## config.mk

```make
export PLATFORM = sky130hd
export DESIGN_NAME = cover_reduce
export DESIGN_NICKNAME = d
export VERILOG_FILES = /design/src/rtl/cover_reduce.sv
export SDC_FILE = /design/constraint.sdc
export NUM_CORES = 1
export LEC_CHECK = 0
export CAP_MARGIN = 15
export CORE_MARGIN = 3
export CORE_UTILIZATION = 35
export DETAILED_ROUTE_END_ITERATION = 7
export DONT_BUFFER_PORTS = 1
export PLACE_DENSITY = 0.61
export RECOVER_POWER = 50
export SYNTH_ARGS = -nofsm -noshare
export SYNTH_HDL_FRONTEND = slang
export SYNTH_SLANG_ARGS = --single-unit
```

## constraint.sdc

```tcl
create_clock -name clk -period 21.2 [get_ports clk]
set_input_delay 1.06 -clock clk [delete_from_list [all_inputs] [get_ports clk]]
set_output_delay 1.06 -clock clk [all_outputs]
set_load 0.1 [all_outputs]
```

## src/rtl/cover_reduce.sv

```systemverilog
module cover_reduce #(
  parameter int ROWS = 8,
  parameter int COLS = 8
) (
  input  logic                 clk,
  input  logic                 rst,
  input  logic                 start,
  input  logic [ROWS*COLS-1:0] table_in,
  output logic [ROWS-1:0]      selected,
  output logic                 done,
  output logic                 stalled
);
  localparam int RW = (ROWS > 1) ? $clog2(ROWS) : 1;

  typedef enum logic [2:0] {S_IDLE, S_ESS, S_DOM, S_CHK, S_STOP, S_STALL} st_t;
  st_t st;

  logic [COLS-1:0] tbl [ROWS];
  logic changed;
  logic ess_en_n, dom_en_n;
  logic ess_hit, dom_hit, any_set;
  logic [RW-1:0] ess_row, dom_row;
  logic [COLS-1:0] ess_mask;
  logic [ROWS*COLS-1:0] flat;

  assign ess_en_n = (st != S_ESS);
  assign dom_en_n = (st != S_DOM);

  for (genvar g = 0; g < ROWS; g++) begin : g_flat
    assign flat[g*COLS +: COLS] = tbl[g];
  end
  assign any_set  = |flat;
  assign ess_mask = tbl[ess_row];

  always_comb begin
    int cnt;
    logic [RW-1:0] own;
    ess_hit = 1'b0;
    ess_row = '0;
    for (int c = 0; c < COLS; c++) begin
      cnt = 0;
      own = '0;
      for (int r = 0; r < ROWS; r++)
        if (tbl[r][c]) begin
          cnt = cnt + 1;
          own = RW'(r);
        end
      if (!ess_hit && cnt == 1) begin
        ess_hit = 1'b1;
        ess_row = own;
      end
    end
  end

  always_comb begin
    dom_hit = 1'b0;
    dom_row = '0;
    for (int b = 0; b < ROWS; b++)
      for (int a = 0; a < ROWS; a++)
        if (!dom_hit && a != b && (|tbl[b]) && ((tbl[b] & ~tbl[a]) == '0) &&
            (tbl[a] != tbl[b] || b > a)) begin
          dom_hit = 1'b1;
          dom_row = RW'(b);
        end
  end

  always_ff @(posedge clk) begin
    if (rst) begin
      st       <= S_IDLE;
      selected <= '0;
      done     <= 1'b0;
      stalled  <= 1'b0;
      changed  <= 1'b0;
      for (int r = 0; r < ROWS; r++) tbl[r] <= '0;
    end else begin
      done <= 1'b0;
      if (start) begin
        for (int r = 0; r < ROWS; r++) tbl[r] <= table_in[r*COLS +: COLS];
        selected <= '0;
        stalled  <= 1'b0;
        changed  <= 1'b0;
        st       <= S_ESS;
      end else begin
        case (st)
          S_ESS:
            if (!ess_en_n && ess_hit) begin
              for (int r = 0; r < ROWS; r++) tbl[r] <= tbl[r] & ~ess_mask;
              selected[ess_row] <= 1'b1;
              changed <= 1'b1;
            end else st <= S_DOM;
          S_DOM:
            if (!dom_en_n && dom_hit) begin
              tbl[dom_row] <= '0;
              changed <= 1'b1;
            end else st <= S_CHK;
          S_CHK:
            if (!any_set) begin
              st   <= S_STOP;
              done <= 1'b1;
            end else if (!changed) begin
              st      <= S_STALL;
              stalled <= 1'b1;
            end else begin
              changed <= 1'b0;
              st      <= S_ESS;
            end
          default: ;
        endcase
      end
    end
  end


  reset_clear_chk: assert property (@(posedge clk) disable iff (rst)
    $past(rst) |-> (selected == '0 && !done && !stalled));

  ess_select_chk: assert property (@(posedge clk) disable iff (rst)
    (!ess_en_n && ess_hit && !start) |=> selected[$past(ess_row)]);

  dom_clear_chk: assert property (@(posedge clk) disable iff (rst)
    (!dom_en_n && dom_hit && !start) |=> (tbl[$past(dom_row)] == '0));

  stall_nonzero_chk: assert property (@(posedge clk) disable iff (rst)
    stalled |-> any_set);

  done_pulse_chk: assert property (@(posedge clk) disable iff (rst)
    done |=> !done);

  sel_hold_chk: assert property (@(posedge clk) disable iff (rst)
    (st == S_STOP && !start) |=> $stable(selected));

  flag_excl_chk: assert property (@(posedge clk) disable iff (rst)
    !(done && stalled));
endmodule

```

==> qor.txt <==
Root buf cell -> clkbuf_16
Synth Area in Adders -> 39.8%
Dpl cells -> 2,482
Grt ovf -> 0
Count of state elements after synthesis -> 78
Starting Density -> 35.7%
Dominant cell type by area after synthesis -> ha_1
Hold Crit Class -> register to register
Seq pwr share -> 15.2%
Register area share after synthesis -> 9.56%
Pre-Repair DR Iteration Count -> 5
Startpoint types -> register
Fin. Hold Viols -> 0
Count leader, synth -> ha_1
TNS Setup -> 0 ns
WL final -> 71,200 µm
Tcrit/Tclk final -> 49.3%
Post-layout util -> 38.2%
Max_cap viols -> 1
Synth cell types -> 86
Share of the synthesized area in the top cell type -> 39.8%
# hold bufs at CTS -> 0
Synth area leaders -> ha_1 (40%), dfxtp_1 (9.6%), nor4_1 (5.4%), nand2_1 (3.8%), mux2i_1 (2.7%)
Top-level port count -> 77
Xor/xnor share of the synthesized area -> 6.47%
PostCTS Resize Cnt -> 0
GRT Total Usage -> 27.5%
Initial antenna violation count -> 3
DR WL/cell -> 28.5 µm
Fin. max-slew vios -> 65
Post-synth ARST share -> 0%
Place WS -> 13.26 ns
Initial DRC count -> 1,696
Via-per-instance ratio -> 6.48
Maximum clock rate -> 95.6 MHz
Slowest stage delay, CP -> 2.24 ns
Combinational power share -> 72.2%
Status -> finished with violations
I/O Buffers -> 0
Tightest Pin Transition -> 3.18 ns
Area grow syn2layout -> 7.05%
Post-CTS setup buffers -> 0
Yosys warns -> 0
# clock sinks -> 78
Remaining DRCs -> 0
Compound-gate portion of the synthesized area -> 14.5%
Share of post-route cells with drive strength above 1 -> 6.22%
Final WS setup -> 10.74 ns
Failing checks -> max-capacitance violations, max-slew violations
Worst-skew pair later-pin latency -> 0.35 ns
Slew headroom -> -112%
Nets@finish -> 2,480
Core area -> 45,800 µm²
Clock slew at reported path FFs -> 0.08 ns
Net Switching -> 702 µW
Simple-gate share of the synthesized area -> 21.0%
Critical path's top delay family -> buffers and inverters
Crit. End Element -> register
Largest family of logic cells by synthesized area -> adder cells
RSZ-0062 raised after global routing -> no
Post-synthesis instance total -> 1,902
Crit Path Max Fanout -> 64
Core Rows -> 78
Total CTS buffers -> 9
Largest net degree at the start of global routing -> 65
Syn Area/Cell -> 8.59 µm²
CTS tree -> built
Vias in the first global route -> 15,400
Post-synth EDFFs -> 0
Worst Path Arrival -> 10.71 ns
First-pass GRT wire length -> 103,000 µm
Total number of vias -> 16,200
GP Congestion -> 0.995
Clock Skew -> 0.0151 ns
Crit path buf inv count -> 3
Die Y -> 222 µm
WS Path Type -> register to register
Max H-tree Level -> 3
Final min period -> 10.46 ns
Clock Power Share -> 12.6%
Worst VDD drop -> 0.0562 mV
Pwr dens -> 73.1 nW/µm²
Non-filler cells in the finished layout -> 2,501
Die area -> 49,300 µm²
Leakage Power -> 0.00760 µW
Critical Path RT -> 21.46 ns
Die span in x -> 222 µm
Dpl hpwl -> 51,600 µm
Post-synth top cells -> ha_1 (520), nand2_1 (164), nor4_1 (140)
Mapped cell area -> 16,300 µm²
Primary FF master, synth -> dfxtp_1
Synthesized net count -> 2,489
Worst path most repeated cell -> ha_1
Antenna-violating nets left -> 0
Internal power -> 576 µW
Setup-failing EPs final -> 0
Switching part of the total -> 54.9%
Clock Tree Buf Depth -> 2
Critical path's slowest cell -> clkbuf_1
Post-synthesis mux area share -> 4.42%
==> cell type report <==
type / count / area (µm²)
flip-flops and latches: 78 / 1560
clock buffers: 9 / 225
well taps: 600 / 751
diodes: 3 / 7.51
repair buffers: 58 / 432
fillers: 4611 / 28300
clock inverters: 7 / 73.8
inverters: 85 / 319
multi-input cells: 1661 / 14100
==> layout by cell type (no fill, tap or decap), types with 5 or more instances in the layout <==
cell and n:
a211oi_1 12, a21oi_1 29, a22oi_1 32, a31oi_1 9, a32oi_1 33, and2_1 10, buf_4 57, clkbuf_16 9
clkinv_1 7, dfxtp_1 78, ha_1 520, inv_1 78, mux2_2 7, mux2i_1 44, mux4_2 9, nand2_1 164
nand2b_1 10, nand3_1 70, nand3b_1 11, nand4_1 68, nor2_1 89, nor2b_1 7, nor3_1 23, nor3b_1 7
nor4_1 140, nor4b_1 6, o211ai_1 38, o21a_1 10, o21ai_0 61, o21ai_1 45, o31a_1 5, o31ai_1 17
or2_2 7, or3_1 8, or4_1 7, xnor2_1 43, xnor3_1 13, xor2_1 23
==> worst paths after layout <==
| path | to | slack [ns] | depth (start not counted) | start |
|---|---|---|---|---|
| max reg2reg | tbl[1][0] | 10.74 | 29 | tbl[1][1] |
| max | tbl[1][0] | 10.74 | 29 | tbl[1][1] |
| min reg2reg | changed | 0.54 | 2 | changed |
| min | changed | 0.54 | 2 | changed |
==> through the flow <==
| stage | area (µm²) | hold WS (ns) | total power (µW) |
|---|---|---|---|
| finish | 17500 | 0.540 | 1280 |
| global route | 17500 | 0.569 | 1350 |
| CTS | 17500 | 0.544 | 1250 |
| detailed placement | 17200 | 0.527 | 1090 |
| global placement | 17200 | 0.510 | 1070 |
| floorplan | 16300 | 0.480 | 836 |
==> kinds of logic (layout without fill, tap and decap cells) <==
group,count (synthesis),after routing
buffers and inverters,163,159
AND/OR/NAND/NOR,651,651
other,0,3
flip-flops,78,78
XOR/XNOR,88,88
multiplexers,60,60
AO/OA/AOI/OAI,342,342
adder cells (fa/ha/maj),520,520
==> power groups by stage <==
stage               clock network (µW)  logic [µW]  registers [µW]
floorplan                            0         641             195
global placement                     0         870             196
detailed placement                   0         893             196
CTS                                160         897             193
global route                       167         983             195
finish                             161         924             194
==> worst min-delay path, delay by kind of cell (launching register included) <==
family / cells / cell delay (ns)
compound gates: 1 / 0.07
flops: 1 / 0.36
simple gates: 1 / 0.08
==> metal layers <==
metal	wire [µm]	GRT usage (%)
met5	0	0
met4	4400	13.8
met3	7270	5.51
met2	30500	43.2
met1	29000	35.9
==> registers in the layout (all words and copies together), names as in the netlist <==
name / cells
selected: 8
stalled: 1
done: 1
tbl: 64
st: 3
changed: 1
Note: power is estimated with default switching activity, not from simulation.
